**config.mk**
```make
export PLATFORM = sky130hd
export DESIGN_NAME = tmr_reconfig_voter
export DESIGN_NICKNAME = d
export VERILOG_FILES = /design/src/rtl/tmr_pkg.sv /design/src/rtl/tmr_bit_vote.sv /design/src/rtl/tmr_req_fsm.sv /design/src/rtl/tmr_event_counter.sv /design/src/rtl/tmr_reconfig_voter.sv
export SDC_FILE = /design/constraint.sdc
export NUM_CORES = 1
export LEC_CHECK = 0
export ABC_CLOCK_PERIOD_IN_PS = 6400
export BUFFER_PORTS_ARGS = -buffer_cell sky130_fd_sc_hd__clkbuf_2
export CORE_ASPECT_RATIO = 1.75
export CORE_MARGIN = 8
export CORE_UTILIZATION = 30
export DETAILED_ROUTE_END_ITERATION = 8
export PLACE_DENSITY = 0.54
export SYNTH_ARGS = -nofsm -noshare
export SYNTH_HDL_FRONTEND = slang
export SYNTH_SLANG_ARGS = --single-unit
export TNS_END_PERCENT = 50
```
**constraint.sdc**
```tcl
create_clock -name clk -period 6.4 [get_ports clk]
set_input_delay 1.28 -clock clk [delete_from_list [all_inputs] [get_ports clk]]
set_output_delay 1.28 -clock clk [all_outputs]
set_load 0.05 [all_outputs]
```
**src/rtl/tmr_pkg.sv**
```systemverilog
package tmr_pkg;

    localparam int unsigned NUM_COPIES = 3;

    typedef enum logic [1:0] {
        ST_IDLE    = 2'd0,
        ST_PENDING = 2'd1,
        ST_SETTLE  = 2'd2
    } req_state_t;

endpackage

```
**src/rtl/tmr_bit_vote.sv**
```systemverilog
module tmr_bit_vote #(
    parameter int unsigned DATA_W = 8
) (
    input  logic [DATA_W-1:0]             in_a,
    input  logic [DATA_W-1:0]             in_b,
    input  logic [DATA_W-1:0]             in_c,
    output logic [DATA_W-1:0]             majority,
    output logic [tmr_pkg::NUM_COPIES-1:0] outvoted
);

    logic [DATA_W-1:0] lose_a;
    logic [DATA_W-1:0] lose_b;
    logic [DATA_W-1:0] lose_c;

    // One three-input majority cell per data bit.
    for (genvar gi = 0; gi < DATA_W; gi++) begin : g_bit
        assign majority[gi] = (in_a[gi] & in_b[gi]) |
                              (in_a[gi] & in_c[gi]) |
                              (in_b[gi] & in_c[gi]);
        assign lose_a[gi] = in_a[gi] ^ majority[gi];
        assign lose_b[gi] = in_b[gi] ^ majority[gi];
        assign lose_c[gi] = in_c[gi] ^ majority[gi];
    end

    assign outvoted = {|lose_c, |lose_b, |lose_a};

endmodule

```
**src/rtl/tmr_req_fsm.sv**
```systemverilog
module tmr_req_fsm
    import tmr_pkg::*;
#(
    parameter int unsigned SETTLE_CYC = 4
) (
    input  logic                  clk,
    input  logic                  rst_n,
    input  logic [NUM_COPIES-1:0] fault,
    input  logic                  ack,
    output logic                  req,
    output logic [NUM_COPIES-1:0] suspect
);

    localparam int unsigned TW = (SETTLE_CYC > 1) ? $clog2(SETTLE_CYC) : 1;

    req_state_t        state;
    req_state_t        state_nx;
    logic [TW-1:0]     timer;
    logic              trig;

    assign trig = |fault;

    // State register
    always_ff @(posedge clk or negedge rst_n) begin
        if (!rst_n) state <= ST_IDLE;
        else        state <= state_nx;
    end

    // Transitions
    always_comb begin
        state_nx = state;
        unique case (state)
            ST_IDLE:    if (trig)        state_nx = ST_PENDING;
            ST_PENDING: if (ack)         state_nx = ST_SETTLE;
            ST_SETTLE:  if (timer == '0) state_nx = ST_IDLE;
            default:                     state_nx = ST_IDLE;
        endcase
    end

    // Settle timer
    always_ff @(posedge clk or negedge rst_n) begin
        if (!rst_n) begin
            timer <= '0;
        end else if (state == ST_PENDING && ack) begin
            timer <= TW'(SETTLE_CYC - 1);
        end else if (state == ST_SETTLE && timer != '0) begin
            timer <= timer - 1'b1;
        end
    end

    // Suspect register
    always_ff @(posedge clk or negedge rst_n) begin
        if (!rst_n) begin
            suspect <= '0;
        end else begin
            unique case (state)
                ST_IDLE:    suspect <= trig ? fault : '0;
                ST_PENDING: suspect <= ack ? '0 : (suspect | fault);
                ST_SETTLE:  suspect <= '0;
                default:    suspect <= '0;
            endcase
        end
    end

    // Outputs
    always_comb begin
        req = 1'b0;
        unique case (state)
            ST_PENDING: req = 1'b1;
            default:    req = 1'b0;
        endcase
    end

    AST_TRIG_RAISES: assert property (@(posedge clk) disable iff (!rst_n)
        (state == ST_IDLE && trig) |=> req);
    AST_REQ_HOLD: assert property (@(posedge clk) disable iff (!rst_n)
        (req && !ack) |=> req);
    AST_ACK_CLEARS: assert property (@(posedge clk) disable iff (!rst_n)
        (req && ack) |=> (!req && suspect == '0));
    AST_SUSPECT_GATED: assert property (@(posedge clk) disable iff (!rst_n)
        (suspect != '0) |-> req);
    AST_SUSPECT_STICKY: assert property (@(posedge clk) disable iff (!rst_n)
        (req && !ack) |=> ((suspect & $past(suspect)) == $past(suspect)));

endmodule

```
**src/rtl/tmr_event_counter.sv**
```systemverilog
module tmr_event_counter #(
    parameter int unsigned CNT_W = 16
) (
    input  logic             clk,
    input  logic             rst_n,
    input  logic             level,
    output logic [CNT_W-1:0] count
);

    localparam logic [CNT_W-1:0] CNT_MAX = '1;

    logic level_d;

    always_ff @(posedge clk or negedge rst_n) begin
        if (!rst_n) begin
            level_d <= 1'b0;
            count   <= '0;
        end else begin
            level_d <= level;
            if (level && !level_d && count != CNT_MAX)
                count <= count + 1'b1;
        end
    end

    AST_CNT_STEP: assert property (@(posedge clk) disable iff (!rst_n)
        (count == $past(count)) || (count == $past(count) + 1'b1));
    AST_CNT_NO_WRAP: assert property (@(posedge clk) disable iff (!rst_n)
        (count == CNT_MAX) |=> (count == CNT_MAX));
    AST_CNT_LEVEL_HOLD: assert property (@(posedge clk) disable iff (!rst_n)
        (!level) |=> $stable(count));

endmodule

```
**src/rtl/tmr_reconfig_voter.sv**
```systemverilog
module tmr_reconfig_voter
    import tmr_pkg::*;
#(
    parameter int unsigned DATA_W     = 8,
    parameter int unsigned CNT_W      = 16,
    parameter int unsigned SETTLE_CYC = 4
) (
    input  logic              clk,
    input  logic              rst_n,
    input  logic [DATA_W-1:0] copy_a,
    input  logic [DATA_W-1:0] copy_b,
    input  logic [DATA_W-1:0] copy_c,
    input  logic [2:0]        crc_err,
    input  logic [2:0]        err_pin_mask,
    input  logic              reconfig_ack,
    output logic [DATA_W-1:0] voted_q,
    output logic              reconfig_req,
    output logic [2:0]        suspect,
    output logic [CNT_W-1:0]  mismatch_cnt
);

    logic [DATA_W-1:0]     maj_w;
    logic [NUM_COPIES-1:0] outvoted_w;
    logic [NUM_COPIES-1:0] pin_live;
    logic [NUM_COPIES-1:0] fault_w;
    logic                  disagree_w;

    tmr_bit_vote #(.DATA_W(DATA_W)) u_vote (
        .in_a     (copy_a),
        .in_b     (copy_b),
        .in_c     (copy_c),
        .majority (maj_w),
        .outvoted (outvoted_w)
    );

    assign pin_live   = crc_err & ~err_pin_mask;
    assign fault_w    = outvoted_w | pin_live;
    assign disagree_w = |outvoted_w;

    always_ff @(posedge clk or negedge rst_n) begin
        if (!rst_n) voted_q <= '0;
        else        voted_q <= maj_w;
    end

    tmr_req_fsm #(.SETTLE_CYC(SETTLE_CYC)) u_fsm (
        .clk     (clk),
        .rst_n   (rst_n),
        .fault   (fault_w),
        .ack     (reconfig_ack),
        .req     (reconfig_req),
        .suspect (suspect)
    );

    tmr_event_counter #(.CNT_W(CNT_W)) u_cnt (
        .clk   (clk),
        .rst_n (rst_n),
        .level (disagree_w),
        .count (mismatch_cnt)
    );

    AST_VOTE_AB_AGREE: assert property (@(posedge clk) disable iff (!rst_n)
        (copy_a == copy_b) |=> (voted_q == $past(copy_a)));
    AST_VOTE_WHILE_PENDING: assert property (@(posedge clk) disable iff (!rst_n)
        (reconfig_req && copy_b == copy_c) |=> (voted_q == $past(copy_b)));
    AST_MASKED_PIN_QUIET: assert property (@(posedge clk) disable iff (!rst_n)
        (!reconfig_req && copy_a == copy_b && copy_b == copy_c &&
         (crc_err & ~err_pin_mask) == 3'b000) |=> (suspect == 3'b000));

endmodule

```
==> impl_metrics.json <==
{
  "crit_chain": "clkbuf_2, nor2b_1, a2111oi_0, nand4_1, o31ai_4, mux2_1",
  "drcViolationCount": 0,
  "grt.overflow.total": 0,
  "die_w_um": 75.4,
  "grt_util_met3": 0.0376,
  "place_ws_ns": 2.64,
  "min_period_over_period": 0.543,
  "nets": 298,
  "cp.arrival_ns": 3.65,
  "avgRoutedWirePerCell_um": 14.2,
  "n_antenna_cell": 0,
  "cts_buffers": 5,
  "dieHeight_um": 120,
  "cp_slowest_stage_delay_ns": 0.73,
  "hold_violations": 0,
  "grt-busiest-layer": "met2",
  "io_pins": 61,
  "cts_max_level": 2,
  "end_kind": "register",
  "die_area_um2": 9050,
  "drv_slew": 0,
  "path_class": "in2reg",
  "path_max_fanout": 14,
  "syn_inst": 198,
  "fin_crit_ns": 3.48,
  "clock_latency_ns": 0.29,
  "synth_enable_flop_cells": 0,
  "ys_async_sr_fraction": 1.00,
  "ys_seq_area_frac": 0.432,
  "setup_viol": 0,
  "max_freq_mhz": 288,
  "max_cap_violations": 0,
  "syn2layout_area_growth_pct": 25.6,
  "antenna_found_initial": 0,
  "finClkSkew_ns": 0.00746,
  "hold_class": "reg2reg",
  "cts_buffer_depth": 2,
  "grt_max_degree": 33,
  "relSlewSlack": 0.447,
  "coreArea_um2": 6090,
  "powerDensity_nw_per_um2": 250,
  "root_buffer": "clkbuf_8",
  "wl_um": 4880,
  "ys_seq_elements": 32,
  "pwr-share-clk": 0.276,
  "outcome": "finished clean",
  "synth_fp_nets": 233,
  "grt_use_met1": 0.124,
  "post_cts_resized": 0,
  "cts_tree": "yes",
  "ys_types": 35,
  "p_leak_nw": 1.16,
  "ys.flop_type": "dfrtp_1",
  "use_met2": 0.206,
  "clkTransAtPathRegs_ns": 0.07,
  "p_sw_mw": 0.218,
  "ir_drop_uv": 110,
  "vias": 1665,
  "rows": 38,
  "slowest_stage": "a2111oi_0",
  "setup_ws_ns": 2.92,
  "initial_core_util": 0.305,
  "post_cts_buffers": 0,
  "numPortBuffers": 60,
  "startpoint_type": "input port",
  "required_ns": 6.57,
  "gp_congestion": 0.761,
  "grt_pass1_wl_um": 8280,
  "drtPass1Iterations": 4,
  "grt_use_total": 0.120,
  "intPower_mw": 0.365,
  "avgSynthCellArea_um2": 9.37,
  "setup-tns-final_ns": 0,
  "clkSinkCount": 32,
  "syn_area_um2": 1850,
  "worst_pin_slew_ns": 0.829,
  "drive_gt1_frac": 0.261,
  "p_comb_frac": 0.295,
  "ys_warn_count": 0,
  "rsz0062_at_grt": "no",
  "drt-vias-per-instance": 4.84,
  "grt_pass1_vias": 1794,
  "cts_hold_buf": 0,
  "swShare": 0.374,
  "power_frac_seq": 0.429,
  "hpwlAfterDp_um": 3930,
  "ant_nets": 0,
  "drt-initial-drc-count": 60
}
-- worst paths after layout --
check                           startpoint  slack (ns)  cells after the start              end
max reg2reg                 u_cnt.count[0]        4.19                      6   u_cnt.count[1]
min reg2reg                u_cnt.count[15]        0.50                      1  u_cnt.count[15]
max                              copy_c[5]        2.92                      6   u_cnt.count[1]
min                        u_cnt.count[15]        0.50                      1  u_cnt.count[15]
min in group asynchronous            rst_n        1.08                      1   u_cnt.count[6]
max in group asynchronous            rst_n        4.79                      1       voted_q[0]
-- layout by cell type (no fill, tap or decap) --
cell type  count
nand3_1        6
clkbuf_8       6
nand3b_1       2
xor2_1         7
o22ai_1        3
or3_1          2
o311ai_0       1
a21o_1         3
and4_1         1
xnor2_1        6
nor2b_1        6
clkbuf_1       2
mux2_1         2
a31oi_1        2
nor3b_1       12
dfrtp_1       32
o31a_1         1
o21ai_0        4
and3b_1       11
nor3_1         7
o21a_1         7
or4_4          1
or3_4          1
ha_1           2
nor4_1         4
a2111oi_0      6
clkbuf_2      60
nor2_1        21
nand2b_1       2
o31ai_4        1
a21oi_1       13
a221oi_1       1
inv_1         13
nand4_1        3
o221ai_1       1
nand2_1       12
-- worst max-delay path: cells and delay by family --
kind,cells,cell delay [ns]
muxes,1,0.37
buffers and inverters,1,0.12
and+or+nand+nor,2,0.50
AOI/OAI and AO/OA,2,1.37
-- layer usage --
layer	share of wire	vias to the layer above
met5	0	-
met4	0.021	0
met3	0.066	5
met2	0.53	43
met1	0.38	768
li1	-	849
-- power groups by stage --
stage / registers [mW] / logic (mW) / clock network, mW
2_1_floorplan: 0.294 / 0.0770 / 0
6_report: 0.250 / 0.172 / 0.161
5_1_grt: 0.256 / 0.189 / 0.176
4_1_cts: 0.251 / 0.175 / 0.167
3_5_place_dp: 0.255 / 0.175 / 0
3_3_place_gp: 0.255 / 0.173 / 0
-- final cells by class --
type | count | area [µm²]
Timing Repair Buffer | 60 | 300
Sequential cell | 32 | 801
Inverter | 13 | 48.8
Clock buffer | 8 | 90.1
Tap cell | 80 | 100
Fill cell | 694 | 3760
Multi-Input combinational cell | 151 | 990
-- registers in the layout (all words and copies together), names as in the netlist --
| signal | flops |
|---|---|
| u_fsm.state | 2 |
| u_cnt.level_d | 1 |
| u_fsm.timer | 2 |
| u_cnt.count | 16 |
| voted_q | 8 |
| u_fsm.suspect | 3 |
-- Yosys cell counts, types with 3 or more instances --
master,n,area [µm²]
dfrtp_1,32,801
nor2_1,21,78.8
a21oi_1,13,65.1
inv_1,13,48.8
nand2_1,12,45.0
nor3b_1,12,90.1
and3b_1,11,96.3
nor3_1,7,35.0
o21a_1,7,52.6
xor2_1,7,61.3
a2111oi_0,6,52.6
nand3_1,6,30.0
nor2b_1,6,37.5
xnor2_1,6,52.6
nor4_1,4,25.0
o21ai_0,4,20.0
a21o_1,3,22.5
nand4_1,3,18.8
o22ai_1,3,18.8
-- through the flow --
step                total power [mW]  hold WS (ns)  cells   util  area (µm²)
global route                   0.622         0.531    344  0.383        2330
detailed placement             0.430         0.496    336  0.368        2240
global placement               0.428         0.487    336  0.368        2240
finish                         0.583         0.500    344  0.383        2330
CTS                            0.593         0.505    344  0.383        2330
floorplan                      0.371         0.482    198      -        1850
-- cells by family after synthesis --
family | synth area share
fa+ha+maj | 0.0135
buf+inv | 0.0344
simple gates | 0.285
mux | 0.0121
compound gates | 0.162
xor+xnor | 0.0614
flops | 0.432
Power figures use the tool's default switching activity.
